===== src/rtl/ldpc_term_pkg.sv =====
package ldpc_term_pkg;

  typedef enum logic [2:0] {
    ST_IDLE,
    ST_LOAD,
    ST_DECODE,
    ST_CHECK,
    ST_OUTPUT
  } ctrlState_t;

  // Strobes from the sequencer to the counter/latch datapath
  typedef struct packed {
    logic clearAll;     // any start: wipe counters and results
    logic latchCfg;     // legal start: capture frame parameters
    logic layerStep;    // advance layer counter
    logic layerWrap;    // last layer acknowledged: back to layer 0
    logic iterStep;     // another iteration follows
    logic latchResult;  // stop decision taken: capture results
  } dpCtl_t;

endpackage


===== src/rtl/ldpc_term_dp.sv =====
module ldpc_term_dp
  import ldpc_term_pkg::*;
#(
  parameter int ITER_W       = 8,
  parameter int ITER_MAX     = 63,
  parameter int ITER_DEFAULT = 8,
  parameter int LAYER_W      = 8,
  parameter int RATE_W       = 4,
  parameter int RATE_MAX     = 10,
  parameter int SHORT_BAR    = 10,
  localparam int CNT_W       = $clog2(ITER_MAX + 1)
) (
  input  logic               clk,
  input  logic               rstN,
  input  dpCtl_t             ctl,
  input  logic               shortFrame,
  input  logic [RATE_W-1:0]  rateIdx,
  input  logic [ITER_W-1:0]  iterReq,
  input  logic               earlyMode,
  input  logic [LAYER_W-1:0] numLayers,
  input  logic               parityOk,
  output logic               cfgLegal,
  output logic               lastLayer,
  output logic               stopNow,
  output logic [LAYER_W-1:0] layerIdx,
  output logic [CNT_W-1:0]   iterIdx,
  output logic [CNT_W-1:0]   iterUsed,
  output logic               parityPass
);

  logic               cfgEarly;
  logic [LAYER_W-1:0] cfgLayers;
  logic [CNT_W-1:0]   iterLimit;
  logic [LAYER_W-1:0] layerCnt;
  logic [CNT_W-1:0]   iterCnt;
  logic [CNT_W-1:0]   iterUsedQ;
  logic               passQ;
  logic               reqInRange;
  logic [CNT_W-1:0]   iterSan;
  logic [CNT_W-1:0]   iterNext;

  // Configuration legality, judged on the start cycle inputs
  always_comb begin
    cfgLegal = 1'b1;
    if (rateIdx > RATE_W'(RATE_MAX))                   cfgLegal = 1'b0;
    if (shortFrame && (rateIdx == RATE_W'(SHORT_BAR))) cfgLegal = 1'b0;
    if (numLayers == '0)                               cfgLegal = 1'b0;
  end

  // Iteration request sanitizing: out-of-range requests use the default
  assign reqInRange = (iterReq != '0) && (iterReq <= ITER_W'(ITER_MAX));
  assign iterSan    = reqInRange ? iterReq[CNT_W-1:0] : CNT_W'(ITER_DEFAULT);

  // Latched frame parameters
  always_ff @(posedge clk or negedge rstN) begin
    if (!rstN) begin
      cfgEarly  <= 1'b0;
      cfgLayers <= '0;
      iterLimit <= '0;
    end else if (ctl.clearAll) begin
      if (ctl.latchCfg) begin
        cfgEarly  <= earlyMode;
        cfgLayers <= numLayers;
        iterLimit <= iterSan;
      end else begin
        cfgEarly  <= 1'b0;
        cfgLayers <= '0;
        iterLimit <= '0;
      end
    end
  end

  // Layer counter nested inside the iteration counter
  always_ff @(posedge clk or negedge rstN) begin
    if (!rstN) begin
      layerCnt <= '0;
    end else if (ctl.clearAll || ctl.layerWrap) begin
      layerCnt <= '0;
    end else if (ctl.layerStep) begin
      layerCnt <= layerCnt + LAYER_W'(1);
    end
  end

  assign iterNext = iterCnt + CNT_W'(1);

  always_ff @(posedge clk or negedge rstN) begin
    if (!rstN) begin
      iterCnt <= '0;
    end else if (ctl.clearAll) begin
      iterCnt <= '0;
    end else if (ctl.iterStep) begin
      iterCnt <= iterNext;
    end
  end

  // Result registers
  always_ff @(posedge clk or negedge rstN) begin
    if (!rstN) begin
      iterUsedQ <= '0;
      passQ     <= 1'b0;
    end else if (ctl.clearAll) begin
      iterUsedQ <= '0;
      passQ     <= 1'b0;
    end else if (ctl.latchResult) begin
      iterUsedQ <= iterNext;
      passQ     <= parityOk;
    end
  end

  assign lastLayer  = (layerCnt == (cfgLayers - LAYER_W'(1)));
  assign stopNow    = (cfgEarly && parityOk) || (iterNext == iterLimit);
  assign layerIdx   = layerCnt;
  assign iterIdx    = iterCnt;
  assign iterUsed   = iterUsedQ;
  assign parityPass = passQ;

endmodule


===== src/rtl/ldpc_term_fsm.sv =====
module ldpc_term_fsm
  import ldpc_term_pkg::*;
(
  input  logic   clk,
  input  logic   rstN,
  input  logic   frameStart,
  input  logic   cfgLegal,
  input  logic   loadDone,
  input  logic   layerAck,
  input  logic   lastLayer,
  input  logic   stopNow,
  output dpCtl_t ctl,
  output logic   ready,
  output logic   layerReq,
  output logic   decodeDone,
  output logic   cfgErr
);

  ctrlState_t state;
  ctrlState_t nextState;
  logic       cfgErrD;
  logic       cfgErrQ;

  always_comb begin
    nextState = state;
    ctl       = '0;
    cfgErrD   = 1'b0;
    if (frameStart) begin
      // Accepted in every state; a busy frame is abandoned
      ctl.clearAll = 1'b1;
      ctl.latchCfg = cfgLegal;
      cfgErrD      = !cfgLegal;
      nextState    = cfgLegal ? ST_LOAD : ST_IDLE;
    end else begin
      case (state)
        ST_IDLE:   nextState = ST_IDLE;
        ST_LOAD:   if (loadDone) nextState = ST_DECODE;
        ST_DECODE: begin
          if (layerAck) begin
            ctl.layerStep = 1'b1;
            if (lastLayer) begin
              ctl.layerWrap = 1'b1;
              nextState     = ST_CHECK;
            end
          end
        end
        ST_CHECK: begin
          if (stopNow) begin
            ctl.latchResult = 1'b1;
            nextState       = ST_OUTPUT;
          end else begin
            ctl.iterStep = 1'b1;
            nextState    = ST_DECODE;
          end
        end
        ST_OUTPUT: nextState = ST_IDLE;
        default:   nextState = ST_IDLE;
      endcase
    end
  end

  always_ff @(posedge clk or negedge rstN) begin
    if (!rstN) begin
      state   <= ST_IDLE;
      cfgErrQ <= 1'b0;
    end else begin
      state   <= nextState;
      cfgErrQ <= cfgErrD;
    end
  end

  assign ready      = (state == ST_IDLE);
  assign layerReq   = (state == ST_DECODE);
  assign decodeDone = (state == ST_OUTPUT);
  assign cfgErr     = cfgErrQ;

endmodule


===== src/rtl/ldpc_term_ctrl.sv =====
module ldpc_term_ctrl
  import ldpc_term_pkg::*;
#(
  parameter int ITER_W       = 8,
  parameter int ITER_MAX     = 63,
  parameter int ITER_DEFAULT = 8,
  parameter int LAYER_W      = 8,
  parameter int RATE_W       = 4,
  parameter int RATE_MAX     = 10,
  parameter int SHORT_BAR    = 10,
  localparam int CNT_W       = $clog2(ITER_MAX + 1)
) (
  input  logic               clk,
  input  logic               rstN,
  input  logic               frameStart,
  input  logic               shortFrame,
  input  logic [RATE_W-1:0]  rateIdx,
  input  logic [ITER_W-1:0]  iterReq,
  input  logic               earlyMode,
  input  logic [LAYER_W-1:0] numLayers,
  input  logic               loadDone,
  input  logic               layerAck,
  input  logic               parityOk,
  output logic               ready,
  output logic               cfgErr,
  output logic               layerReq,
  output logic [LAYER_W-1:0] layerIdx,
  output logic [CNT_W-1:0]   iterIdx,
  output logic               decodeDone,
  output logic               parityPass,
  output logic [CNT_W-1:0]   iterUsed
);

  dpCtl_t ctl;
  logic   cfgLegal;
  logic   lastLayer;
  logic   stopNow;

  ldpc_term_fsm uFsm (
    .clk        (clk),
    .rstN       (rstN),
    .frameStart (frameStart),
    .cfgLegal   (cfgLegal),
    .loadDone   (loadDone),
    .layerAck   (layerAck),
    .lastLayer  (lastLayer),
    .stopNow    (stopNow),
    .ctl        (ctl),
    .ready      (ready),
    .layerReq   (layerReq),
    .decodeDone (decodeDone),
    .cfgErr     (cfgErr)
  );

  ldpc_term_dp #(
    .ITER_W       (ITER_W),
    .ITER_MAX     (ITER_MAX),
    .ITER_DEFAULT (ITER_DEFAULT),
    .LAYER_W      (LAYER_W),
    .RATE_W       (RATE_W),
    .RATE_MAX     (RATE_MAX),
    .SHORT_BAR    (SHORT_BAR)
  ) uDp (
    .clk        (clk),
    .rstN       (rstN),
    .ctl        (ctl),
    .shortFrame (shortFrame),
    .rateIdx    (rateIdx),
    .iterReq    (iterReq),
    .earlyMode  (earlyMode),
    .numLayers  (numLayers),
    .parityOk   (parityOk),
    .cfgLegal   (cfgLegal),
    .lastLayer  (lastLayer),
    .stopNow    (stopNow),
    .layerIdx   (layerIdx),
    .iterIdx    (iterIdx),
    .iterUsed   (iterUsed),
    .parityPass (parityPass)
  );

endmodule


===== config.mk =====
export PLATFORM = sky130hd
export DESIGN_NAME = ldpc_term_ctrl
export DESIGN_NICKNAME = d
export VERILOG_FILES = /design/src/rtl/ldpc_term_pkg.sv /design/src/rtl/ldpc_term_dp.sv /design/src/rtl/ldpc_term_fsm.sv /design/src/rtl/ldpc_term_ctrl.sv
export SDC_FILE = /design/constraint.sdc
export NUM_CORES = 1
export LEC_CHECK = 0
export ABC_CLOCK_PERIOD_IN_PS = 2360
export BUFFER_PORTS_ARGS = -buffer_cell sky130_fd_sc_hd__buf_2
export CAP_MARGIN = 20
export CORE_MARGIN = 2
export CORE_UTILIZATION = 50
export CTS_BUF_LIST = sky130_fd_sc_hd__clkbuf_4
export DETAILED_ROUTE_END_ITERATION = 8
export PLACE_DENSITY = 0.78
export RECOVER_POWER = 25
export SYNTH_ARGS = -nofsm -noshare
export SYNTH_HDL_FRONTEND = slang
export SYNTH_HIERARCHICAL = 1
export SYNTH_SLANG_ARGS = --single-unit

===== constraint.sdc =====
create_clock -name clk -period 2.36 [get_ports clk]
set_input_delay 0 -clock clk [delete_from_list [all_inputs] [get_ports clk]]
set_output_delay 0 -clock clk [all_outputs]
set_load 0.05 [all_outputs]

==> flow_metrics.env <==
export IMPL_grt_setup_unrepaired="yes"
export IMPL_pwr_share_clk_pct=32.0
export IMPL_avgSynthCellArea_sq_um=9.35
export IMPL_tightestPinTransition_ps=1010
export IMPL_final_cell_mix="buf_2, dfrtp_1, dlygate4sd3_1"
export IMPL_violations="setup timing"
export IMPL_grt_pass1_vias=1908
export IMPL_p_int_mw=1.04
export IMPL_clk_path_buf_depth=2
export IMPL_cp_buffers_inverters=0
export IMPL_slowest_stage="or4_4"
export IMPL_vias_per_cell=5.33
export IMPL_hp_class="in2reg"
export IMPL_synthFlopType="dfrtp_1"
export IMPL_cts_root_buffer="clkbuf_4"
export IMPL_async_flop_share_pct=100
export IMPL_period_needed_ps=2500
export IMPL_critPathRequiredTime_ps=2630
export IMPL_worst_path_largest_cell_delay_ps=550
export IMPL_grt_max_degree=41
export IMPL_hold_viol=0
export IMPL_hpwlAfterDp_um=3560
export IMPL_crit_type="reg2reg"
export IMPL_cts_tree="done"
export IMPL_die_area_sq_um=4860
export IMPL_n_fill_cell=291
export IMPL_syn_area_sq_um=2160
export IMPL_max_clock_freq_ghz=0.400
export IMPL_start_util_pct=52.8
export IMPL_placed_cell_area_sq_um=2590
export IMPL_path_max_fanout=4
export IMPL_slew_headroom_pct=32.5
export IMPL_slew_violations=0
export IMPL_ant_nets=0
export IMPL_ys_seq_area_share_pct=46.3
export IMPL_vdd_drop_max_v=0.000374
export IMPL_fp_row_count=23
export IMPL_overflow=0
export IMPL_yosys_warnings=6
export IMPL_crit_arrival_ps=2770
export IMPL_vias=1965
export IMPL_place_ws_ps=-161
export IMPL_drc=0
export IMPL_drive_above_1_share_pct=30.1
export IMPL_setup_ws_ps=-142
export IMPL_place_congestion=0.756
export IMPL_first_iter_violations=111
export IMPL_synth_cell_types=41
export IMPL_swShare_pct=26.7
export IMPL_cts_htree_levels=2
export IMPL_clk_latency_ps=340
export IMPL_p_seq_share_pct=51.2
export IMPL_combPwrFrac_pct=16.7
export IMPL_cap_violations=0
export IMPL_clk_pin_slew_worst_paths_ps=130
export IMPL_io_pins=53
export IMPL_routed_wl_um=5410
export IMPL_nets=349
export IMPL_worstPathCellList="or4_4 -> or3_1 -> and4b_1 -> o311a_1 -> and2_4 -> nor3_4 -> nor3_1 -> xnor2_1 -> nor2_1"
export IMPL_synthCells=231
export IMPL_cts_inserted_buffers=5
export IMPL_die_w_um=69.7
export IMPL_p_sw_mw=0.379
export IMPL_die_y_um=69.7
export IMPL_hold_ws_ps=51.2
export IMPL_status="finished with violations"
export IMPL_power_density_nw_per_um2=478
export IMPL_antenna_found_initial=0
export IMPL_synth_nets=262
export IMPL_core_sq_um=4090
export IMPL_design_area_sq_um=2970
export IMPL_final_common_cell="buf_2"
export IMPL_yosys_register_bits=40
export IMPL_num_antenna_cells=0
export IMPL_finalSetupViolCount=8
export IMPL_crit_family="simple AND/OR/NAND/NOR gates"
export IMPL_min_period_over_period_pct=106
export IMPL_synth_edf_count=0
export IMPL_numPortBuffers=52
export IMPL_cts_sinks=40
export IMPL_cp_start_kind="flip-flop"
export IMPL_grt_pass1_wl_um=8710
export IMPL_firstDrtPassIters=4
export IMPL_fin_worst_skew_ps=8.36
export IMPL_wl_per_cell_um=14.7
export IMPL_globalRouteTotalUtil_pct=22.4
export IMPL_area_growth_synth_to_final_pct=37.5
export IMPL_design_power_total_mw=1.42
export IMPL_setup_worst_path_end_class="flip-flop"
export IMPL_cellLeakagePower_nw=1.32
[power groups by stage]
stage | Sequential, mW | Combinational (mW) | Clock [mW]
2_1_floorplan | 0.744 | 0.117 | 0
3_3_place_gp | 0.738 | 0.200 | 0
3_5_place_dp | 0.740 | 0.204 | 0
4_1_cts | 0.727 | 0.230 | 0.467
5_1_grt | 0.731 | 0.261 | 0.496
6_report | 0.727 | 0.237 | 0.454
[worst reg2reg max path, delay by kind of cell, from the launching register on]
kind	cells	cell delay (ps)
AO/OA/AOI/OAI	1	310
XOR/XNOR	1	120
flip-flops	1	420
AND/OR/NAND/NOR	7	1580
[synthesized netlist by cell type (all sizes together) (2+ instances only)]
cell,n,area (sq um)
and3,2,12.5
nand3,10,50.1
dfrtp,40,1000
clkbuf,9,33.8
a21oi,3,15.0
ha,3,37.5
or3,2,12.5
nor2,24,90.1
a22oi,2,15.0
nor4,2,12.5
nor3,7,35.0
xnor2,19,166
nor3b,4,35.0
nand2,21,78.8
o21ai,20,100
and2,3,20.0
xor2,10,87.6
and3b,2,21.3
inv,17,63.8
mux2i,5,50.1
and4,2,20.0
a211oi,4,30.0
nand4,4,25.0
or4,3,26.3
[what timing repair did]
| item | 4_1_cts | 5_1_grt |
|---|---|---|
| pin swaps | 6 | 3 |
| buffers inserted | 0 | 3 |
| endpoints found under the setup margin | 9 | 21 |
| hold endpoints to repair | 57 | 0 |
| hold buffers | 23 | 0 |
| gates resized for setup | 1 | 9 |
[state kept, by name (all words and copies together) (netlist names)]
signal	flops
uFsm/state	3
uDp/cfgEarly	1
uDp/iterUsed	6
uDp/cfgLayers	8
uFsm/cfgErr	1
uDp/iterIdx	6
uDp/layerIdx	8
uDp/iterLimit	6
uDp/parityPass	1
[layout make-up]
type / count / area (sq um) / share of cell area [%]
multi-input combinational: 164 / 1150 / 38.7
timing repair buffer: 90 / 604 / 20.4
tap: 50 / 62.6 / 2.11
inverter: 17 / 63.8 / 2.15
clock inverter: 3 / 42.5 / 1.43
sequential: 40 / 1010 / 34.0
clock buffer: 5 / 37.5 / 1.26
[through the flow]
stage               util, %  cells  TNS [ps]
finish                 72.7    369      -429
global route           72.7    369     -1380
CTS                    71.1    366      -505
detailed placement     63.5    335      -499
global placement       63.5    335      -233
floorplan                 -    231      -246
[worst paths after layout]
check                      slack (ps)                to  depth (start not counted)        startpoint
setup / recovery                 -140   uDp/layerIdx[5]                          9  uDp/cfgLayers[1]
hold reg to reg                   540     uFsm/state[1]                          1     uFsm/state[2]
max in group asynchronous        1330    uDp/iterIdx[5]                          2              rstN
hold / removal                     50    uDp/iterIdx[3]                          2        frameStart
setup reg to reg                 -140   uDp/layerIdx[5]                          9  uDp/cfgLayers[1]
min in group asynchronous         340  uDp/cfgLayers[6]                          2              rstN
[cell families after synthesis]
| logic type | Yosys count | share of synthesized area, % |
|---|---|---|
| buf+inv | 27 | 4.87 |
| flops | 40 | 46.3 |
| xor+xnor | 30 | 12.8 |
| fa+ha+maj | 3 | 1.74 |
| compound gates | 32 | 8.69 |
| simple gates | 94 | 23.2 |
| mux | 5 | 2.32 |
[routing by layer]
layer / GRT usage, % / vias up / part of all wire, %
met5: 0 / - / 0
met4: 4.70 / 0 / 0.91
met3: 5.09 / 6 / 4.3
met2: 38.7 / 57 / 51
met1: 29.0 / 946 / 43
li1: - / 956 / -
Power figures use the tool's default switching activity.
